==> config.mk <==
export PLATFORM = sky130hd
export DESIGN_NAME = irq_prio_front
export DESIGN_NICKNAME = d
export VERILOG_FILES = /design/src/rtl/irq_front_pkg.sv /design/src/rtl/irq_src_capture.sv /design/src/rtl/irq_mask_reg.sv /design/src/rtl/irq_prio_encode.sv /design/src/rtl/irq_prio_front.sv
export SDC_FILE = /design/constraint.sdc
export NUM_CORES = 1
export LEC_CHECK = 0
export BUFFER_PORTS_ARGS = -buffer_cell sky130_fd_sc_hd__buf_2
export CAP_MARGIN = 20
export CORE_ASPECT_RATIO = 1.4
export CORE_UTILIZATION = 40
export CTS_CLUSTER_DIAMETER = 50
export CTS_CLUSTER_SIZE = 20
export DETAILED_ROUTE_END_ITERATION = 12
export GPL_ROUTABILITY_DRIVEN = 0
export PLACE_DENSITY = 0.68
export SLEW_MARGIN = 20
export SYNTH_ARGS = -nofsm -noshare
export SYNTH_HDL_FRONTEND = slang
export SYNTH_SLANG_ARGS = --single-unit
==> constraint.sdc <==
create_clock -name clk -period 1.2 [get_ports clk]
set_input_delay 0.12 -clock clk [delete_from_list [all_inputs] [get_ports clk]]
set_output_delay 0.12 -clock clk [all_outputs]
set_load 0.1 [all_outputs]
==> src/rtl/irq_front_pkg.sv <==
// Package: shared sizes and the packing selector for the interrupt
// priority front-end. Assumes the source count fits the code width.
package irq_front_pkg;

    localparam int N_SRC  = 9;
    localparam int CODE_W = $clog2(N_SRC + 1);
    localparam int REQ_W  = 6;

    typedef enum logic {
        PACK_SIX  = 1'b0,
        PACK_FIVE = 1'b1
    } pack_e;

endpackage

==> src/rtl/irq_src_capture.sv <==
// Module: irq_src_capture
// Detects rising edges on each source and holds them as pending until
// a clear bit retires them. An edge in the same cycle as a clear wins.
// Assumes the sources are already synchronous to clk.
module irq_src_capture #(
    parameter int N = 9
) (
    input  logic         clk,
    input  logic         rst_n,
    input  logic [N-1:0] src_i,
    input  logic         clr_we,
    input  logic [N-1:0] clr_wdata,
    output logic [N-1:0] pend_o
);

    logic [N-1:0] src_q;
    logic [N-1:0] rise;
    logic [N-1:0] clr_eff;

    // Previous-cycle source levels, zero after reset so a high level counts as an edge.
    always_ff @(posedge clk) begin
        if (!rst_n) src_q <= '0;
        else        src_q <= src_i;
    end

    // Edge detect and qualified clear.
    always_comb begin
        rise    = src_i & ~src_q;
        clr_eff = clr_we ? clr_wdata : '0;
    end

    // Pending set/clear per source; capture has priority over clear.
    for (genvar g = 0; g < N; g++) begin : g_pend
        always_ff @(posedge clk) begin
            if (!rst_n)       pend_o[g] <= 1'b0;
            else if (rise[g]) pend_o[g] <= 1'b1;
            else if (clr_eff[g]) pend_o[g] <= 1'b0;
        end
    end

endmodule

==> src/rtl/irq_mask_reg.sv <==
// Module: irq_mask_reg
// Bus-writable enable register; a write replaces all bits. Resets to
// all blocked. Assumes single-cycle write strobes from the bus side.
module irq_mask_reg #(
    parameter int N = 9
) (
    input  logic         clk,
    input  logic         rst_n,
    input  logic         we,
    input  logic [N-1:0] wdata,
    output logic [N-1:0] mask_o
);

    // Hold the enable bits, load on write.
    always_ff @(posedge clk) begin
        if (!rst_n)  mask_o <= '0;
        else if (we) mask_o <= wdata;
    end

endmodule

==> src/rtl/irq_prio_encode.sv <==
// Module: irq_prio_encode
// Combinational priority encoder: highest set input index i gives code
// i+1, no input set gives 0. Assumes N+1 fits in CODE_W bits.
module irq_prio_encode #(
    parameter int N      = 9,
    parameter int CODE_W = $clog2(N + 1)
) (
    input  logic [N-1:0]      act_i,
    output logic [CODE_W-1:0] code_o
);

    // Scan upward so the highest active index is the last to assign.
    always_comb begin
        code_o = '0;
        for (int i = 0; i < N; i++) begin
            if (act_i[i]) code_o = CODE_W'(i + 1);
        end
    end

endmodule

==> src/rtl/irq_prio_front.sv <==
// Module: irq_prio_front
// Top of the masked interrupt priority front-end. Captures source
// edges, gates them by the enable register, encodes the winner and
// registers it onto the request bus in the selected packing.
// Assumes all inputs are synchronous to clk and reset is synchronous.
module irq_prio_front
    import irq_front_pkg::*;
#(
    parameter pack_e PACK = PACK_SIX
) (
    input  logic             clk,
    input  logic             rst_n,
    input  logic [N_SRC-1:0] src_i,
    input  logic             mask_we,
    input  logic [N_SRC-1:0] mask_wdata,
    input  logic             clr_we,
    input  logic [N_SRC-1:0] clr_wdata,
    input  logic             indiv_irq_i,
    output logic [REQ_W-1:0] req_o
);

    localparam int UP_SIX  = REQ_W - CODE_W;
    localparam int UP_FIVE = REQ_W - CODE_W - 1;

    logic [N_SRC-1:0]  pend;
    logic [N_SRC-1:0]  mask;
    logic [N_SRC-1:0]  active;
    logic [CODE_W-1:0] code;
    logic [REQ_W-1:0]  req_d;

    irq_src_capture #(.N(N_SRC)) u_capture (
        .clk       (clk),
        .rst_n     (rst_n),
        .src_i     (src_i),
        .clr_we    (clr_we),
        .clr_wdata (clr_wdata),
        .pend_o    (pend)
    );

    irq_mask_reg #(.N(N_SRC)) u_mask (
        .clk    (clk),
        .rst_n  (rst_n),
        .we     (mask_we),
        .wdata  (mask_wdata),
        .mask_o (mask)
    );

    // Only sources that are both pending and enabled compete.
    always_comb active = pend & mask;

    irq_prio_encode #(.N(N_SRC), .CODE_W(CODE_W)) u_encode (
        .act_i  (active),
        .code_o (code)
    );

    // Pack the code for the selected request format.
    always_comb begin
        if (PACK == PACK_FIVE) req_d = {{UP_FIVE{1'b0}}, code, indiv_irq_i};
        else                   req_d = {{UP_SIX{1'b0}}, code};
    end

    // Registered request output.
    always_ff @(posedge clk) begin
        if (!rst_n) req_o <= '0;
        else        req_o <= req_d;
    end

endmodule

==> impl_metrics.py <==
metrics = {
    "sta": {
        "timing.hold.ws_ns": 0.0114,
        "rsz0062_at_grt": "false",
        "setup_viol": 0,
        "clock.fmax_ghz": 0.880,
        "slew_viol_final": 0,
        "fin_setup_tns_ns": 0,
        "fin_skew_ns": 0.00561,
        "fin_crit_ns": 1.14,
        "period_share": 0.947,
        "finalHoldViolCount": 0,
    },
    "grt": {
        "grt-ovfl-total": 0,
        "grt_pass1_vias": 806,
        "grt_max_degree": 31,
        "antenna_found_initial": 0,
        "gr-usage-all-layers": 0.149,
        "grt_pass1_wl_mm": 3.19,
    },
    "layout": {
        "fillers": 285,
        "most-common-layout-cells": "dfxtp_1, buf_2, nor2b_1",
        "mostFrequentLayoutCell": "dfxtp_1",
        "area_growth_pct": 27.4,
        "diodes": 0,
        "nets": 195,
        "final_util": 0.551,
        "drive_above_1_share": 0.256,
        "final_cells": 200,
    },
    "detailed_routing": {
        "vias": 931,
        "drcViolationCount": 0,
        "wl_per_cell_um": 10.5,
        "drt_pass1_iterations": 4,
        "ant_nets": 0,
        "routed_via_density": 4.66,
        "wl_mm": 2.10,
        "drt_iter0_markers": 26,
    },
    "power": {
        "total_leakage_power_nw": 0.668,
        "power_density_nw_per_um2": 1410,
        "ir_worst_vdd_mv": 0.721,
    },
    "floorplan": {
        "coreArea_sq_um": 2700,
        "die_area_sq_um": 3140,
        "die_x_um": 47.7,
        "io_pins": 38,
        "rows": 22,
        "chipHeight_um": 65.9,
        "start_util": 0.433,
    },
    "place": {
        "port_buffers": 34,
        "dpl.cell_count": 187,
        "dp_hpwl_mm": 1.60,
    },
    "synth": {
        "yosys.area_share.simple": 0.260,
        "yosys-mux-area-fraction": 0.0772,
        "avgSynthCellArea_sq_um": 9.57,
        "synth_cells": 122,
        "ys_types": 17,
        "synthAdderAreaFrac": 0,
        "synth_compound_area_frac": 0.0975,
        "synth_seq_area_share": 0.532,
        "synth_top_family_by_area": "simple AND/OR/NAND/NOR gates",
        "yosysWarnings": 0,
        "syn_area_sq_um": 1170,
        "synth-xor-area-share": 0,
        "ys_seq_elements": 31,
    },
    "run_status": {
        "status": "finished, final reports clean",
    },
    "worst_setup_path": {
        "worstPathMaxFanout": 4,
        "cpLargestDelayFamily": "compound AO/OA/AOI/OAI gates",
        "path_cells": "a22o_1 > a31o_1 > a222oi_1 > nor2_1",
        "cp_num_buf_inv": 0,
        "critical_path_class": "flop to flop",
        "setup.worst_path.end_class": "flop",
        "cp-start-kind": "flop",
        "slowest_delay_ns": 0.35,
        "cp.required_ns": 1.42,
        "cp.arrival_ns": 1.35,
        "slowest_stage": "dfxtp_1",
    },
    "run": {
        "cap_violations": 0,
    },
    "cts": {
        "insertion_delay_ns": 0.33,
        "cts.sinks": 31,
        "clk_pin_slew_ns": 0.09,
        "ctsLongestPathBuffers": 2,
        "cts-root-buf": "clkbuf_4",
        "cts_tree": "done",
        "post_cts_buffers": 0,
        "htree_num_levels": 2,
        "cts_buffers": 5,
    },
    "min_path": {
        "worstHoldPathType": "primary input to flop",
    },
}
## metrics by stage
step / setup slack (ns) / instance area [sq um] / power, W
after floorplan: 0.113 / 1170 / 0.00135
after global placement: 0.0871 / 1360 / 0.00142
after detailed placement: 0.0630 / 1360 / 0.00143
after CTS: 0.00244 / 1480 / 0.00212
after global routing: 0.0193 / 1490 / 0.00219
final: 0.0639 / 1490 / 0.00209
## timing repair
item / CTS / global route
endpoints found under the hold margin: 5 / 0
endpoints found under the setup margin: 1 / 3
hold buffers: 5 / 0
gates resized for setup: 1 / 3
## kinds of logic after synthesis
family	Yosys count
buf+inv	7
simple gates	56
flops	31
mux	9
other cells	1
compound gates	18
## per-layer routing
metal,vias up,GRT usage,share of wire
met5,-,0,0
met4,0,0.104,0.029
met3,8,0.0410,0.043
met2,23,0.245,0.51
met1,420,0.156,0.42
li1,480,-,-
## state kept, by name (all words and copies together), names as in the netlist
signal            flops
req_o                 4
u_capture.pend_o      9
u_capture.src_q       9
u_mask.mask_o         9
## worst register-to-register path, delay by kind of cell (launching register included)
family           cells  cell delay (ns)
AND/OR/NAND/NOR      1             0.08
flip-flops           1             0.35
AO/OA/AOI/OAI        3             0.59
## synth_stat cells
cell type	instances	share of area
nand3_1	1	0.0043
buf_2	1	0.0043
mux2i_1	9	0.077
a22o_1	1	0.0075
a222oi_1	1	0.0086
and2_1	9	0.048
clkbuf_1	4	0.013
a22oi_1	3	0.019
a32oi_1	1	0.0075
buf_4	2	0.013
a31o_1	1	0.0075
nor2_1	1	0.0032
dfxtp_1	31	0.53
conb_1	1	0.0032
nand2_1	17	0.055
a21oi_1	11	0.047
nor2b_1	28	0.15
## final cells by class
class / instances / area, sq um / share of cell area
timing repair buffer: 40 / 238 / 0.160
tap: 36 / 45.0 / 0.0303
multi-input combinational: 85 / 515 / 0.347
sequential: 31 / 621 / 0.417
clock buffer: 8 / 68.8 / 0.0463
## power by group
group	total [W]	internal, W	switching, W	leakage [nW]
combinational	0.000289	0.000126	0.000163	0.372
sequential	0.00113	0.00109	0.0000374	0.257
clock	0.000676	0.000344	0.000331	0.0386
## final timing paths
| check | from | endpoint | slack [ns] | cells past startpoint |
|---|---|---|---|---|
| setup / recovery | u_mask.mask_o[4] | req_o[0] | 0.06 | 4 |
| hold / removal | src_i[4] | u_capture.src_q[4] | 0.01 | 2 |
| setup reg to reg | u_mask.mask_o[4] | req_o[0] | 0.06 | 4 |
| hold reg to reg | u_mask.mask_o[1] | u_mask.mask_o[1] | 0.54 | 2 |
No activity file was read; power rests on OpenSTA's default activity.
